$ cat config.mk
export PLATFORM = sky130hd
export DESIGN_NAME = edge_irq_port
export DESIGN_NICKNAME = d
export VERILOG_FILES = /design/src/rtl/edge_irq_pkg.sv /design/src/rtl/edge_sync_det.sv /design/src/rtl/flag_cell.sv /design/src/rtl/irq_ack_fsm.sv /design/src/rtl/edge_irq_port.sv
export SDC_FILE = /design/constraint.sdc
export NUM_CORES = 1
export LEC_CHECK = 0
export BUFFER_PORTS_ARGS = -buffer_cell sky130_fd_sc_hd__buf_2
export CAP_MARGIN = 20
export CORE_MARGIN = 4
export CORE_UTILIZATION = 55
export CTS_CLUSTER_SIZE = 10
export DETAILED_ROUTE_END_ITERATION = 10
export PLACE_DENSITY = 0.9
export SETUP_SLACK_MARGIN = 0.15
export SLEW_MARGIN = 10
export SYNTH_ARGS = -nofsm -noshare
export SYNTH_HDL_FRONTEND = slang
export SYNTH_HIERARCHICAL = 1
export SYNTH_SLANG_ARGS = --single-unit
$ cat constraint.sdc
create_clock -name clk -period 2.8 [get_ports clk]
set_clock_uncertainty 0.2 [all_clocks]
set_input_delay 0.28 -clock clk [delete_from_list [all_inputs] [get_ports clk]]
set_output_delay 0.28 -clock clk [all_outputs]
set_load 0.02 [all_outputs]
$ cat src/rtl/edge_irq_pkg.sv
package edge_irq_pkg;

    typedef enum logic [1:0] {
        PM_IO   = 2'b00,
        PM_RISE = 2'b01,
        PM_FALL = 2'b10,
        PM_IRQ  = 2'b11
    } pin_mode_e;

    typedef enum logic [1:0] {
        FL_CLEAR = 2'd0,
        FL_SET   = 2'd1,
        FL_ARMED = 2'd2
    } flag_state_e;

    typedef enum logic [1:0] {
        IQ_IDLE = 2'd0,
        IQ_REQ  = 2'd1,
        IQ_VECT = 2'd2
    } irq_state_e;

    localparam logic [1:0] RA_MODE = 2'd0;
    localparam logic [1:0] RA_FLAG = 2'd1;
    localparam logic [1:0] RA_VEC  = 2'd2;
    localparam logic [1:0] RA_LVL  = 2'd3;

endpackage

$ cat src/rtl/edge_sync_det.sv
module edge_sync_det #(
    parameter int NUM_PINS    = 8,
    parameter int SYNC_STAGES = 2
) (
    input  logic                clk,
    input  logic                rst_n,
    input  logic [NUM_PINS-1:0] pin_i,
    output logic [NUM_PINS-1:0] pin_sync,
    output logic [NUM_PINS-1:0] rise,
    output logic [NUM_PINS-1:0] fall
);
    for (genvar g = 0; g < NUM_PINS; g++) begin : g_pin
        // stages [0..SYNC_STAGES-1] synchronize, last stage holds previous sample
        logic [SYNC_STAGES:0] sh;
        always_ff @(posedge clk or negedge rst_n) begin
            if (!rst_n) sh <= '0;
            else        sh <= {sh[SYNC_STAGES-1:0], pin_i[g]};
        end
        assign pin_sync[g] = sh[SYNC_STAGES-1];
        assign rise[g]     = sh[SYNC_STAGES-1] & ~sh[SYNC_STAGES];
        assign fall[g]     = ~sh[SYNC_STAGES-1] & sh[SYNC_STAGES];
    end
endmodule

$ cat src/rtl/flag_cell.sv
module flag_cell
    import edge_irq_pkg::*;
(
    input  logic      clk,
    input  logic      rst_n,
    input  pin_mode_e mode,
    input  logic      rise,
    input  logic      fall,
    input  logic      rd_hit,
    input  logic      wr_hit,
    input  logic      wr_bit,
    output logic      flag
);
    flag_state_e state_q, state_d;
    logic frozen, hit;

    assign frozen = (mode == PM_IO) || (mode == PM_IRQ);
    assign hit    = ((mode == PM_RISE) && rise) || ((mode == PM_FALL) && fall);

    always_ff @(posedge clk or negedge rst_n) begin
        if (!rst_n) state_q <= FL_CLEAR;
        else        state_q <= state_d;
    end

    always_comb begin
        state_d = state_q;
        if (!frozen) begin
            unique case (state_q)
                FL_CLEAR: if (hit) state_d = FL_SET;
                FL_SET:   if (rd_hit) state_d = FL_ARMED;
                FL_ARMED: if (wr_hit && !wr_bit) state_d = hit ? FL_SET : FL_CLEAR;
                default:  state_d = FL_CLEAR;
            endcase
        end
    end

    always_comb begin
        flag = (state_q != FL_CLEAR);
    end
endmodule

$ cat src/rtl/irq_ack_fsm.sv
module irq_ack_fsm
    import edge_irq_pkg::*;
#(
    parameter int LVL_W = 3,
    parameter int VEC_W = 8
) (
    input  logic             clk,
    input  logic             rst_n,
    input  logic             any_flag,
    input  logic [LVL_W-1:0] level_q,
    input  logic [VEC_W-1:0] vec_q,
    input  logic             iack_valid,
    input  logic [LVL_W-1:0] iack_level,
    input  logic             iack_claimed,
    output logic [LVL_W-1:0] irq_level_o,
    output logic             vec_valid,
    output logic [VEC_W-1:0] vec_o
);
    irq_state_e state_q, state_d;
    logic pending, win;

    assign pending = any_flag && (level_q != '0);
    assign win     = iack_valid && !iack_claimed && (iack_level == level_q) && (level_q != '0);

    always_ff @(posedge clk or negedge rst_n) begin
        if (!rst_n) state_q <= IQ_IDLE;
        else        state_q <= state_d;
    end

    always_comb begin
        state_d = state_q;
        unique case (state_q)
            IQ_IDLE: if (pending) state_d = IQ_REQ;
            IQ_REQ:  begin
                if (win)           state_d = IQ_VECT;
                else if (!pending) state_d = IQ_IDLE;
            end
            IQ_VECT: state_d = pending ? IQ_REQ : IQ_IDLE;
            default: state_d = IQ_IDLE;
        endcase
    end

    always_comb begin
        irq_level_o = (state_q == IQ_IDLE) ? '0 : level_q;
        vec_valid   = (state_q == IQ_VECT);
        vec_o       = (state_q == IQ_VECT) ? vec_q : '0;
    end
endmodule

$ cat src/rtl/edge_irq_port.sv
module edge_irq_port
    import edge_irq_pkg::*;
#(
    parameter int NUM_PINS    = 8,
    parameter int SYNC_STAGES = 2,
    parameter int LVL_W       = 3,
    parameter int VEC_W       = 8,
    parameter logic [VEC_W-1:0] VEC_RESET = 8'h0F
) (
    input  logic                  clk,
    input  logic                  rst_n,
    input  logic [NUM_PINS-1:0]   pin_i,
    input  logic [1:0]            bus_addr,
    input  logic                  bus_wr,
    input  logic                  bus_rd,
    input  logic [2*NUM_PINS-1:0] bus_wdata,
    output logic [2*NUM_PINS-1:0] bus_rdata,
    output logic [LVL_W-1:0]      irq_level_o,
    output logic [NUM_PINS-1:0]   ext_irq_o,
    input  logic                  iack_valid,
    input  logic [LVL_W-1:0]      iack_level,
    input  logic                  iack_claimed,
    output logic                  vec_valid,
    output logic [VEC_W-1:0]      vec_o
);
    localparam int BUS_W = 2 * NUM_PINS;

    logic [BUS_W-1:0]    mode_q;
    logic [VEC_W-1:0]    vec_q;
    logic [LVL_W-1:0]    level_q;
    logic [NUM_PINS-1:0] pin_sync, rise, fall, flags;
    logic                rd_flag, wr_flag;

    assign rd_flag = bus_rd && (bus_addr == RA_FLAG);
    assign wr_flag = bus_wr && (bus_addr == RA_FLAG);

    always_ff @(posedge clk or negedge rst_n) begin
        if (!rst_n) begin
            mode_q  <= '0;
            vec_q   <= VEC_RESET;
            level_q <= '0;
        end else if (bus_wr) begin
            unique case (bus_addr)
                RA_MODE: mode_q  <= bus_wdata;
                RA_VEC:  vec_q   <= bus_wdata[VEC_W-1:0];
                RA_LVL:  level_q <= bus_wdata[LVL_W-1:0];
                default: ;
            endcase
        end
    end

    always_comb begin
        unique case (bus_addr)
            RA_MODE: bus_rdata = mode_q;
            RA_FLAG: bus_rdata = BUS_W'(flags);
            RA_VEC:  bus_rdata = BUS_W'(vec_q);
            default: bus_rdata = BUS_W'(level_q);
        endcase
    end

    edge_sync_det #(
        .NUM_PINS    (NUM_PINS),
        .SYNC_STAGES (SYNC_STAGES)
    ) u_sync (
        .clk      (clk),
        .rst_n    (rst_n),
        .pin_i    (pin_i),
        .pin_sync (pin_sync),
        .rise     (rise),
        .fall     (fall)
    );

    for (genvar g = 0; g < NUM_PINS; g++) begin : g_flag
        pin_mode_e pmode;
        assign pmode = pin_mode_e'(mode_q[2*g +: 2]);
        assign ext_irq_o[g] = (pmode == PM_IRQ) && !pin_sync[g];

        flag_cell u_cell (
            .clk    (clk),
            .rst_n  (rst_n),
            .mode   (pmode),
            .rise   (rise[g]),
            .fall   (fall[g]),
            .rd_hit (rd_flag),
            .wr_hit (wr_flag),
            .wr_bit (bus_wdata[g]),
            .flag   (flags[g])
        );
    end

    irq_ack_fsm #(
        .LVL_W (LVL_W),
        .VEC_W (VEC_W)
    ) u_irq (
        .clk          (clk),
        .rst_n        (rst_n),
        .any_flag     (|flags),
        .level_q      (level_q),
        .vec_q        (vec_q),
        .iack_valid   (iack_valid),
        .iack_level   (iack_level),
        .iack_claimed (iack_claimed),
        .irq_level_o  (irq_level_o),
        .vec_valid    (vec_valid),
        .vec_o        (vec_o)
    );
endmodule

* Word-level counts from Yosys, hierarchy flattened
Cells that the tools add are included.
Widths: inputs -> output; s select.
** Storage, ports and cells
- Register bits :: 69
- Input port bits :: 35
- Logic and storage cells :: 284
** Operators by class
- Eq/ne operators :: 72
- Multiplexer cells :: 41
- Bitwise gates (word level) :: 40
- Reduce and logical (&&, ||, !) cells :: 111
** Operator list (number)
- $eq 2x2->1 const B :: 27
- $pmux 2 s3 :: 9
- $pmux 16 s3 :: 1
- $mux 2 :: 20
- $logic_and 1x1->1 :: 38
- $eq 2x1->1 const B :: 18
- $logic_not 2->1 :: 18
- $ne 2x1->1 const B :: 18
- $reduce_and 4->1 :: 8
- $not 1->1 :: 24
- $logic_not 1->1 :: 17
- $and 1x1->1 :: 16
- $logic_or 1x1->1 :: 16
- $reduce_bool 2->1 :: 8
- $ne 2x2->1 const B :: 7
- $mux 1 :: 9
- $mux 8 :: 1
- $reduce_and 2->1 :: 4
- $reduce_or 8->1 :: 1
- $eq 3x3->1 :: 1
- $mux 3 :: 1
- $ne 3x3->1 const B :: 1
- $reduce_bool 3->1 :: 1

* Logic depth before layout (Yosys ltp)
Gate-level depths: netlist of the first run.
- Depth in word-level cells :: 7
- Mapped depth :: 6
- Gate-level depth less buffers :: 6

* Hierarchy
The synthesis of the first run kept the hierarchy.
** By module, submodules not included
- edge_irq_port :: instances 1, cells each 106, area an instance 1423.9 µm², seq. area each 680.7 µm²
- flag_cell :: instances 8, cells each 19, area an instance 156.4 µm², seq. area each 50.0 µm²
- edge_sync_det :: instances 1, cells each 48, area an instance 800.8 µm², seq. area each 600.6 µm²
- irq_ack_fsm :: instances 1, cells each 27, area an instance 230.2 µm², seq. area each 50.0 µm²

* Worst setup path after synthesis of the first run
No wires, ideal clock.
- Path type :: in2reg
- Start :: input bus_addr[1]
- End :: register g_flag[0].u_cell.state_q[0]
- Setup time :: 76 ps
- Arrival :: 1694 ps
- Setup slack :: 829 ps
- Stages :: 6
- Buffers on the path :: 2
- Cell sequence :: buf_6 > buf_2 > and3b_1 > nand2b_4 > a211o_1 > o21ai_1
** Between the ends
- Cells in the longest elaborated chain, start to end :: 5
- Elaborated cells between the ends (all ways) :: 7
- Classes of those cells :: 3 x eq/ne; 4 x reduce/logical
** RTL lines
- from (decl) :: line edge_irq_port.sv:13 : input logic [1:0] bus_addr,
- $eq 2x1->1 :: line edge_irq_port.sv:35 : assign wr_flag = bus_wr && (bus_addr == RA_FLAG);
- $logic_and 1x1->1 :: line edge_irq_port.sv:35
- net wr_flag :: line edge_irq_port.sv:32 : logic rd_flag, wr_flag;
- $logic_and 1x1->1 :: line flag_cell.sv:31 : FL_ARMED: if (wr_hit && !wr_bit) state_d = hit ? FL_SET : FL_CLEAR;
- $ne 2x1->1 (no source line)
- $reduce_and 4->1 (no source line)
- to (signal assigned) :: line flag_cell.sv:22 : else state_q <= state_d;
- to (decl) :: line flag_cell.sv:14 : flag_state_e state_q, state_d;
The timed path passes the listed nets, and every way through them passes these cells.
A chain may end at the register's enable or synchronous reset.

* Worst setup path after layout of the first run
- Start :: register u_irq.state_q[1]
- End :: output vec_o[7]
** Between the ends
- Cells in the longest elaborated chain, start to end :: 2
** RTL lines
- from (decl) :: line irq_ack_fsm.sv:19 : irq_state_e state_q, state_d;
- from (signal assigned) :: line irq_ack_fsm.sv:27 : else state_q <= state_d;
- $eq 2x2->1 :: line irq_ack_fsm.sv:46 : vec_o = (state_q == IQ_VECT) ? vec_q : '0;
- $mux 8 :: line irq_ack_fsm.sv:46
- to (decl) :: line edge_irq_port.sv:24 : output logic [VEC_W-1:0] vec_o
No other way between the ends.

==> run_results.csv, run 1 <==
group,metric,value,unit
run_status,status,"finished, final reports clean",
route,firstDrtPassIters,4,
die,io_pins,71,
clocking,ctsLongestPathBuffers,2,
synth,netlist.area_leader.share,0.439,
route,met1_length,3110,um
placed_design,place_area,4070,um2
timing,relSlewSlack,0.501,
route,maxUsedRoutingLayer,"met4",
timing,min_period,2.27,ns
die,die_w,90.1,um
setup_path,critPathSlowestCell,"nor2b_1",
synth,yosys_warnings,6,
route,wl_per_cell,15.9,um
placed_design,placed_cells,471,
synth,ys_types,34,
synth,synth.avg_cell_area,11.1,um2
setup_path,worstSetupPathType,"register to output pin",
synth,post-synth-top-count-cell,"dfrtp_1",
synth,yosys.area_share.adder,0.0540,
synth,synth_edf_count,0,
route,wl,8030,um
synth,synth_cells,333,
layout,area_delta_synth_final,19.5,%
synth,yosys.area_share.simple,0.187,
setup_path,endpoint,"vec_o[7]",
synth,syn_nets,384,
placed_design,pre_cts_ws,0.719,ns
placed_design,portBuffers,70,
power_and_ir_drop,ir_drop,0.395,mV
clocking,htreeDepth,3,
synth,synth_seq_area_share,0.467,
clocking,path_clk_slew,0.07,ns
global_route,grt_pass1_vias,2928,
power_and_ir_drop,powerDensity,702,nW/um2
clocking,root_buffer,"clkbuf_8",
timing,setup_viol,0,
timing,slew_viol_final,0,
synth,async_flop_share,1.00,
die,die_h,90.1,um
route,wl_met3,540,um
timing,finalSetupTns,0,ns
die,start_util,0.574,
setup_path,crit_chain,"nor2b_1, and2_1, buf_2",
timing,setup_slack,0.527,ns
power_and_ir_drop,p_leak,2.22,nW
setup_path,ff2ff_setup_slack,1.30,ns
setup_path,rr_endpoint,"u_irq/state_q[0]$_DFFE_PN0P_",
synth,ys_ff_latch,69,
setup_path,rr_worst_depth,6,
route,remaining_drc_errors,0,
synth,synthXorXnorAreaFrac,0.0111,
clocking,cts_made_buffers,9,
timing,max_freq,440,MHz
setup_path,cp.arrival,1.79,ns
layout,instances_no_fill,506,
synth,synth_compound_area_frac,0.0918,
setup_path,crit_fanout,9,
global_route,grt_max_degree,35,
synth,synth_ff_type,"dfrtp_1",
setup_path,regToRegStartpoint,"g_flag[3].u_cell/state_q[1]$_DFFE_PN0P_",
layout,n_antenna_cell,0,
clocking,insertion_delay,0.35,ns
timing,hold_violations,0,
route,vias,2765,
route,drt.antenna.violating_nets,0,
setup_path,max_stage_delay,0.60,ns
placed_design,hpwlAfterDp,5850,um
synth,synth_common_cells,"dfrtp_1, inv_1, nor2_1",
setup_path,start_kind,"register",
layout,stdcell_area,4430,um2
layout,layout-drive-gt1-share,0.350,
setup_path,cp-end-kind,"output pin",
die,fp-row-count,29,
global_route,antenna_found_initial,0,
global_route,grt_first_pass_wirelength,13700,um
clocking,clock-sinks,69,
global_route,track_usage,0.211,
setup_path,critical_path_required,2.32,ns
placed_design,gp_congestion,0.794,
die,fp.coreArea,6460,um2
synth,syn_area,3710,um2
die,dieArea,8120,um2
setup_path,critical_path.startpoint,"u_irq/state_q[1]$_DFFE_PN0P_",
route,viasPerCell,5.46,
timing,rsz0062_at_grt,"no",
synth,synth_area_leaders,"dfrtp_1, ha_1, mux2_2",
flow_run,cap_violations,0,
route,first_iter_violations,184,
synth,synthMuxAreaShare,0.124,
global_route,gr-total-overflow,0,
layout,final_util,0.686,
timing,worstMarginPinSlew,0.748,ns
synth,synth_top_cell_by_area,"dfrtp_1",
timing,post-route-period-util,0.812,
clocking,cts_tree,"yes",
min_path,min_path_type,"input pin to register",
route,route.met2.wl,4170,um
synth,synth_top_family_by_area,"simple AND/OR/NAND/NOR gates",
clocking,cts_setup_buffers,0,
layout,final_nets,476,
-- what timing repair did --
action / CTS / global route
hold buffers: 20 / 0
endpoints found under the hold margin: 49 / 0
gates resized for setup: 0 / 0
-- worst min-delay path by stage --
stage	start	endpoint	depth (start not counted)
final	bus_wdata[5]	vec_q[5]$_DFFE_PN0P_	2
after detailed placement	u_sync/g_pin[5].sh[0]$_DFF_PN0_	u_sync/g_pin[5].sh[1]$_DFF_PN0_	0
after global placement	u_sync/g_pin[7].sh[0]$_DFF_PN0_	u_sync/g_pin[7].sh[1]$_DFF_PN0_	0
after CTS	bus_wdata[5]	vec_q[5]$_DFFE_PN0P_	2
after floorplan	rst_n	g_flag[0].u_cell/state_q[0]$_DFFE_PN0P_	0
after global routing	bus_wdata[5]	vec_q[5]$_DFFE_PN0P_	2
-- cell families (layout without fill, tap and decap cells) --
family	count (synthesis)	in the layout
AND/OR/NAND/NOR	110	110
flip-flops	69	69
AO/OA/AOI/OAI	54	54
buffers and inverters	46	142
multiplexers	35	35
adder cells (fa/ha/maj)	16	16
XOR/XNOR	3	3
-- report_power, final --
part	internal (mW)	switching, mW
clock network	0.338	0.341
logic	0.469	0.553
registers	1.20	0.209
-- sequential cells by signal, indices dropped and copies added, names as in the netlist --
name	count
u_sync/g_pin.sh	24
g_flag.u_cell/state_q	16
u_irq/state_q	2
vec_q	8
level_q	3
mode_q	16
-- routing by layer --
layer / GRT usage / up-vias
met5: 0 / -
li1: - / 1303
met4: 0.0816 / 0
met3: 0.0718 / 20
met2: 0.371 / 96
met1: 0.236 / 1346
-- through the flow --
| step | power (mW) | hold WS (ns) |
|---|---|---|
| after floorplan | 2.12 | -0.216 |
| after global placement | 2.35 | 0.132 |
| after detailed placement | 2.42 | 0.141 |
| after CTS | 3.13 | 0.00104 |
| after global routing | 3.32 | 0.00272 |
| final | 3.11 | 0.0207 |
-- critical path: cells and delay by family (launching register included) --
family	cells	cell delay, ns
simple gates	2	0.86
flops	1	0.40
buf+inv	1	0.18
-- cell type report --
class	instances	area [um2]
tap	77	96.3
clock inverter	2	10.0
fill	467	2030
inverter	32	120
multi-input combinational	218	1730
sequential	69	1730
clock buffer	13	149
timing repair buffer	95	588
-- cells in the final DEF (no fill, tap or decap), types with 4 or more instances in the layout --
| cell | n |
|---|---|
| a211o_1 | 8 |
| inv_1 | 32 |
| dfstp_2 | 4 |
| o2bb2ai_1 | 5 |
| nand3_1 | 9 |
| mux2_4 | 10 |
| ha_1 | 16 |
| dfrtp_1 | 65 |
| mux2i_1 | 5 |
| nor2b_1 | 5 |
| buf_2 | 70 |
| and2b_2 | 16 |
| buf_4 | 5 |
| clkbuf_8 | 10 |
| o21ai_1 | 24 |
| a22oi_1 | 8 |
| dlygate4sd3_1 | 20 |
| nor2_1 | 26 |
| and2_1 | 16 |
| mux2_2 | 17 |
| a21oi_1 | 8 |
| nand2_1 | 20 |
| nand2b_4 | 8 |
Power figures use the tool's default switching activity.
==> run 2, diff against run 1 <==
--- a/config.mk
+++ b/config.mk
@@ -8,10 +8,10 @@
 export BUFFER_PORTS_ARGS = -buffer_cell sky130_fd_sc_hd__buf_2
 export CAP_MARGIN = 20
 export CORE_MARGIN = 4
-export CORE_UTILIZATION = 55
+export CORE_UTILIZATION = 50
 export CTS_CLUSTER_SIZE = 10
 export DETAILED_ROUTE_END_ITERATION = 10
-export PLACE_DENSITY = 0.9
+export PLACE_DENSITY = 0.87
 export SETUP_SLACK_MARGIN = 0.15
 export SLEW_MARGIN = 10
 export SYNTH_ARGS = -nofsm -noshare
==> constraint.sdc (replaced) <==
create_clock -name clk -period 1.9 [get_ports clk]
set_clock_uncertainty 0.2 [all_clocks]
set_input_delay 0.19 -clock clk [delete_from_list [all_inputs] [get_ports clk]]
set_output_delay 0.19 -clock clk [all_outputs]
set_load 0.02 [all_outputs]
==> run_results.csv, run 2 (synthesis gave the netlist of run 1 again) <==
group,metric,value,unit
die,die_h,94.1,um
layout,layout_commonest_cell,"dfrtp_1",
placed_design,place_area,4170,um2
layout,final_util,0.698,
power_and_ir_drop,ir_drop,0.568,mV
layout,largest_reg_flops,24,
layout,area_delta_synth_final,36.0,%
layout,n_antenna_cell,0,
timing,setup_slack,-0.0270,ns
layout,layout_common_cells,"dfrtp_1, buf_2, buf_4",
setup_path,critical_path_required,1.51,ns
layout,stdcell_area,5040,um2
clocking,clock-sinks,69,
setup_path,regToRegStartpoint,"g_flag[1].u_cell/state_q[0]$_DFFE_PN0P_",
route,vias,3055,
layout,multiInputGateArea,1810,um2
flow_run,cap_violations,0,
setup_path,crit_fanout,2,
timing,worstMarginPinSlew,0.431,ns
power_and_ir_drop,powerDensity,1070,nW/um2
die,start_util,0.514,
layout,fillCellCount,494,
clocking,cts_tree,"yes",
die,fp-row-count,31,
global_route,antenna_found_initial,0,
timing,max_freq,519,MHz
layout,largest_register,"u_sync/g_pin.sh",
clocking,path_clk_slew,0.07,ns
timing,rsz0062_at_grt,"yes",
clocking,insertion_delay,0.35,ns
setup_path,cp-end-kind,"output pin",
run_status,status,"finished with violations",
die,dieArea,8850,um2
placed_design,hpwlAfterDp,6090,um
route,remaining_drc_errors,0,
clocking,htreeDepth,3,
clocking,ctsLongestPathBuffers,2,
placed_design,pre_cts_ws,0.143,ns
timing,hold_violations,0,
placed_design,portBuffers,70,
route,first_iter_violations,160,
global_route,track_usage,0.223,
die,io_pins,71,
global_route,grt_first_pass_wirelength,15000,um
layout,final_nets,525,
clocking,cts_made_buffers,9,
min_path,hp-start,"iack_valid",
route,firstDrtPassIters,4,
min_path,hold_end,"u_irq/state_q[0]$_DFFE_PN0P_",
timing,relSlewSlack,0.713,
min_path,whs_path_depth,4,
setup_path,start_kind,"register",
layout,reg_top3,"u_sync/g_pin.sh x24, g_flag.u_cell/state_q x16, mode_q x16",
route,drt.antenna.violating_nets,0,
placed_design,gp_congestion,0.824,
die,fp.coreArea,7210,um2
global_route,grt_pass1_vias,3078,
layout,ff_latch_area,1730,um2
run_status,violations,"setup timing",
clocking,root_buffer,"clkbuf_8",
setup_path,ff2ff_setup_slack,0.31,ns
timing,post-route-period-util,1.01,
timing,slew_viol_final,0,
global_route,gr-total-overflow,0,
setup_path,rr_worst_depth,8,
setup_path,worstSetupPathType,"register to output pin",
layout,layout-drive-gt1-share,0.484,
route,wl_per_cell,17.1,um
setup_path,rr_endpoint,"u_irq/state_q[0]$_DFFE_PN0P_",
route,viasPerCell,5.29,
min_path,min_path_type,"input pin to register",
setup_path,cp.arrival,1.54,ns
power_and_ir_drop,p_leak,2.49,nW
power_and_ir_drop,power,5.40,mW
route,wl,9860,um
timing,setup_viol,1,
die,die_w,94.1,um
global_route,grt_max_degree,56,
timing,min_period,1.93,ns
run 2: changes by cell type in the layout (fill, tap and decap cells not counted), sizes merged:
| cell | change |
|---|---|
| clkinvlp | +1 |
| buf | +41 |
| clkbuf | -3 |
| clkinv | +3 |
| dlygate4sd3 | +8 |
run 2: worst max-delay path, stage by stage (launching register included):
cell and delay [ns]:
dfrtp_1 0.41, inv_2 0.08, nand2_2 0.07, mux4_2 0.48, buf_6 0.15
run 2: power by group:
part	switching [mW]	internal (mW)
Combinational	1.13	1.18
Clock	0.561	0.470
Sequential	0.289	1.77
Total	1.98	3.42
run 2: worst max-delay path by stage:
stage | cells after the start | slack (ns) | start | end
after global placement | 6 | 0.24 | bus_addr[0] | g_flag[5].u_cell/state_q[0]$_DFFE_PN0P_
after global routing | 4 | -0.06 | g_flag[1].u_cell/state_q[0]$_DFFE_PN0P_ | bus_rdata[1]
after detailed placement | 6 | 0.14 | bus_addr[0] | g_flag[1].u_cell/state_q[0]$_DFFE_PN0P_
final | 4 | -0.03 | g_flag[1].u_cell/state_q[0]$_DFFE_PN0P_ | bus_rdata[1]
after CTS | 4 | 0.02 | g_flag[2].u_cell/state_q[1]$_DFFE_PN0P_ | bus_rdata[2]
after floorplan | 6 | 0.23 | bus_addr[1] | g_flag[0].u_cell/state_q[0]$_DFFE_PN0P_
run 2: cell type report:
type | instances | share of cell area
Sequential cell | 69 | 0.344
Inverter | 32 | 0.0238
Clock buffer | 10 | 0.0253
Multi-Input combinational cell | 218 | 0.359
Timing Repair Buffer | 144 | 0.216
Clock inverter | 6 | 0.00795
Tap cell | 99 | 0.0246
run 2: through the flow:
stage / std cells / TNS, ns / hold slack [ns]
after floorplan: 333 / 0 / -0.306
after global placement: 499 / 0 / -0.0857
after detailed placement: 499 / 0 / -0.0758
after CTS: 565 / 0 / 0.0308
after global routing: 578 / -0.116 / 0.0462
final: 578 / -0.0270 / 0.0355
run 2: routing by layer:
layer,vias to the layer above,share of wire,track usage
li1,1400,-,-
met1,1492,0.36,0.242
met2,118,0.53,0.417
met3,45,0.061,0.0617
met4,0,0.049,0.0686
met5,-,0,0
run 2: timing repair:
| item | in CTS | in global routing |
|---|---|---|
| buffers inserted | 21 | 13 |
| endpoints found under the hold margin | 103 | 0 |
| endpoints found under the setup margin | 16 | 19 |
| hold buffers | 28 | 0 |
| gates resized for setup | 29 | 40 |
| gates cloned | 1 | 0 |
| pin swaps | 6 | 12 |
==> run 3, diff against run 2 <==
--- a/config.mk
+++ b/config.mk
@@ -7,7 +7,7 @@
 export LEC_CHECK = 0
 export BUFFER_PORTS_ARGS = -buffer_cell sky130_fd_sc_hd__buf_2
 export CAP_MARGIN = 20
-export CORE_MARGIN = 4
+export CORE_MARGIN = 1
 export CORE_UTILIZATION = 50
 export CTS_CLUSTER_SIZE = 10
 export DETAILED_ROUTE_END_ITERATION = 10
==> run_results.csv, run 3 (synthesis gave the netlist of run 1 again) <==
group,metric,value,unit
timing,relSlewSlack,0.640,
layout,layout_common_cells,"dfrtp_1, buf_2, buf_4",
route,viasPerCell,5.20,
layout,layout-drive-gt1-share,0.477,
timing,finalSetupTns,-0.00955,ns
clocking,htreeDepth,3,
global_route,track_usage,0.246,
flow_run,cap_violations,0,
global_route,use_met3,0.0763,
clocking,root_buffer,"clkbuf_8",
global_route,grt_max_degree,28,
layout,final_nets,520,
clocking,cts_tree,"yes",
route,vias,2980,
layout,reg_top3,"u_sync/g_pin.sh x24, g_flag.u_cell/state_q x16, mode_q x16",
layout,layout_commonest_cell,"dfrtp_1",
die,fp.coreArea,7210,um2
route,wl,9120,um
die,start_util,0.514,
die,die_w,88.1,um
die,die_h,88.1,um
run_status,status,"finished with violations",
route,drt.antenna.violating_nets,0,
layout,n_antenna_cell,0,
setup_path,crit_fanout,2,
layout,final_util,0.707,
die,dieArea,7760,um2
global_route,globalRouteMet2Util,0.463,
global_route,busiest_layer,"met2",
route,wl_per_cell,15.9,um
timing,setup_slack,-0.00678,ns
clocking,clock-sinks,69,
route,first_iter_violations,139,
layout,largest_register,"u_sync/g_pin.sh",
min_path,min_path_type,"input pin to register",
die,io_pins,71,
global_route,use_met1,0.255,
timing,slew_viol_final,0,
setup_path,critical_path_required,1.51,ns
timing,hold_violations,0,
layout,area_delta_synth_final,37.5,%
placed_design,hpwlAfterDp,5900,um
global_route,grt_pass1_vias,3065,
die,fp-row-count,31,
route,firstDrtPassIters,5,
timing,rsz0062_at_grt,"yes",
timing,worstMarginPinSlew,0.540,ns
run_status,violations,"setup timing",
placed_design,portBuffers,70,
timing,max_freq,524,MHz
clocking,cts_made_buffers,9,
setup_path,cp.arrival,1.52,ns
clocking,ctsLongestPathBuffers,2,
power_and_ir_drop,power,5.62,mW
layout,largest_reg_flops,24,
global_route,gr-total-overflow,0,
setup_path,worstSetupPathType,"register to output pin",
route,remaining_drc_errors,0,
power_and_ir_drop,powerDensity,1100,nW/um2
setup_path,start_kind,"register",
timing,post-route-period-util,1.00,
setup_path,cp-end-kind,"output pin",
timing,min_period,1.91,ns
global_route,grt_first_pass_wirelength,14100,um
layout,stdcell_area,5100,um2
power_and_ir_drop,p_leak,2.51,nW
timing,setup_viol,2,
global_route,antenna_found_initial,0,
clocking,insertion_delay,0.35,ns
placed_design,place_area,4190,um2
power_and_ir_drop,ir_drop,0.562,mV
placed_design,gp_congestion,0.796,
clocking,path_clk_slew,0.07,ns
-- run 3: cell count changes in the layout (fill, tap and decap cells not counted), sizes merged --
cell and delta:
bufinv +2, buf -5, clkinv -2
-- run 3: through the flow --
step | hold WS (ns) | std cells | worst slack [ns]
3_3_place_gp | -0.00388 | 498 | 0.182
3_5_place_dp | -0.00360 | 498 | 0.121
2_1_floorplan | -0.306 | 333 | 0.231
6_report | 0.0445 | 573 | -0.00678
4_1_cts | 0.0210 | 562 | 0.00849
5_1_grt | 0.0551 | 573 | -0.0473
-- run 3: metal layers --
layer  part of all wire  wire length (um)  vias up
met5                  0                 0        -
met4              0.018               160        0
met3              0.054               497       20
met2               0.55              5020      106
met1               0.38              3440     1459
li1                   -                 -     1395
-- run 3: final cells by class --
cell class / count / area, um2
clock inverter: 6 / 86.3
multi-input combinational: 218 / 1810
timing repair buffer: 139 / 1080
inverter: 32 / 120
fill: 536 / 2120
sequential: 69 / 1730
clock buffer: 10 / 138
tap: 99 / 124
-- run 3: final timing paths --
check	slack [ns]	start	cells past startpoint	end
max reg2reg	0.31	g_flag[1].u_cell/state_q[0]$_DFFE_PN0P_	8	u_irq/state_q[0]$_DFFE_PN0P_
max	-0.007	g_flag[2].u_cell/state_q[0]$_DFFE_PN0P_	4	bus_rdata[2]
max in group asynchronous	0.76	rst_n	3	vec_q[3]$_DFFE_PN1P_
min in group asynchronous	0.15	rst_n	2	u_sync/g_pin[0].sh[1]$_DFF_PN0_
min	0.04	iack_valid	4	u_irq/state_q[1]$_DFFE_PN0P_
min reg2reg	0.15	u_sync/g_pin[3].sh[0]$_DFF_PN0_	0	u_sync/g_pin[3].sh[1]$_DFF_PN0_
-- run 3: power breakdown --
group,switching (mW),internal (mW)
clock,0.565,0.772
combinational,1.07,1.15
sequential,0.295,1.77
-- run 3: repair_timing --
action,in CTS,in global routing
hold endpoints to repair,67,0
setup buffers,19,11
pin swaps,8,9
cloned,1,0
hold buffers,28,0
resized for setup,35,35
setup endpoints to repair,16,19
-- run 3: worst max-delay path, cell delays in order, from the launching register on --
cell,delay [ns]
dfrtp_1,0.41
inv_2,0.08
nand2_2,0.07
mux4_2,0.47
buf_6,0.15
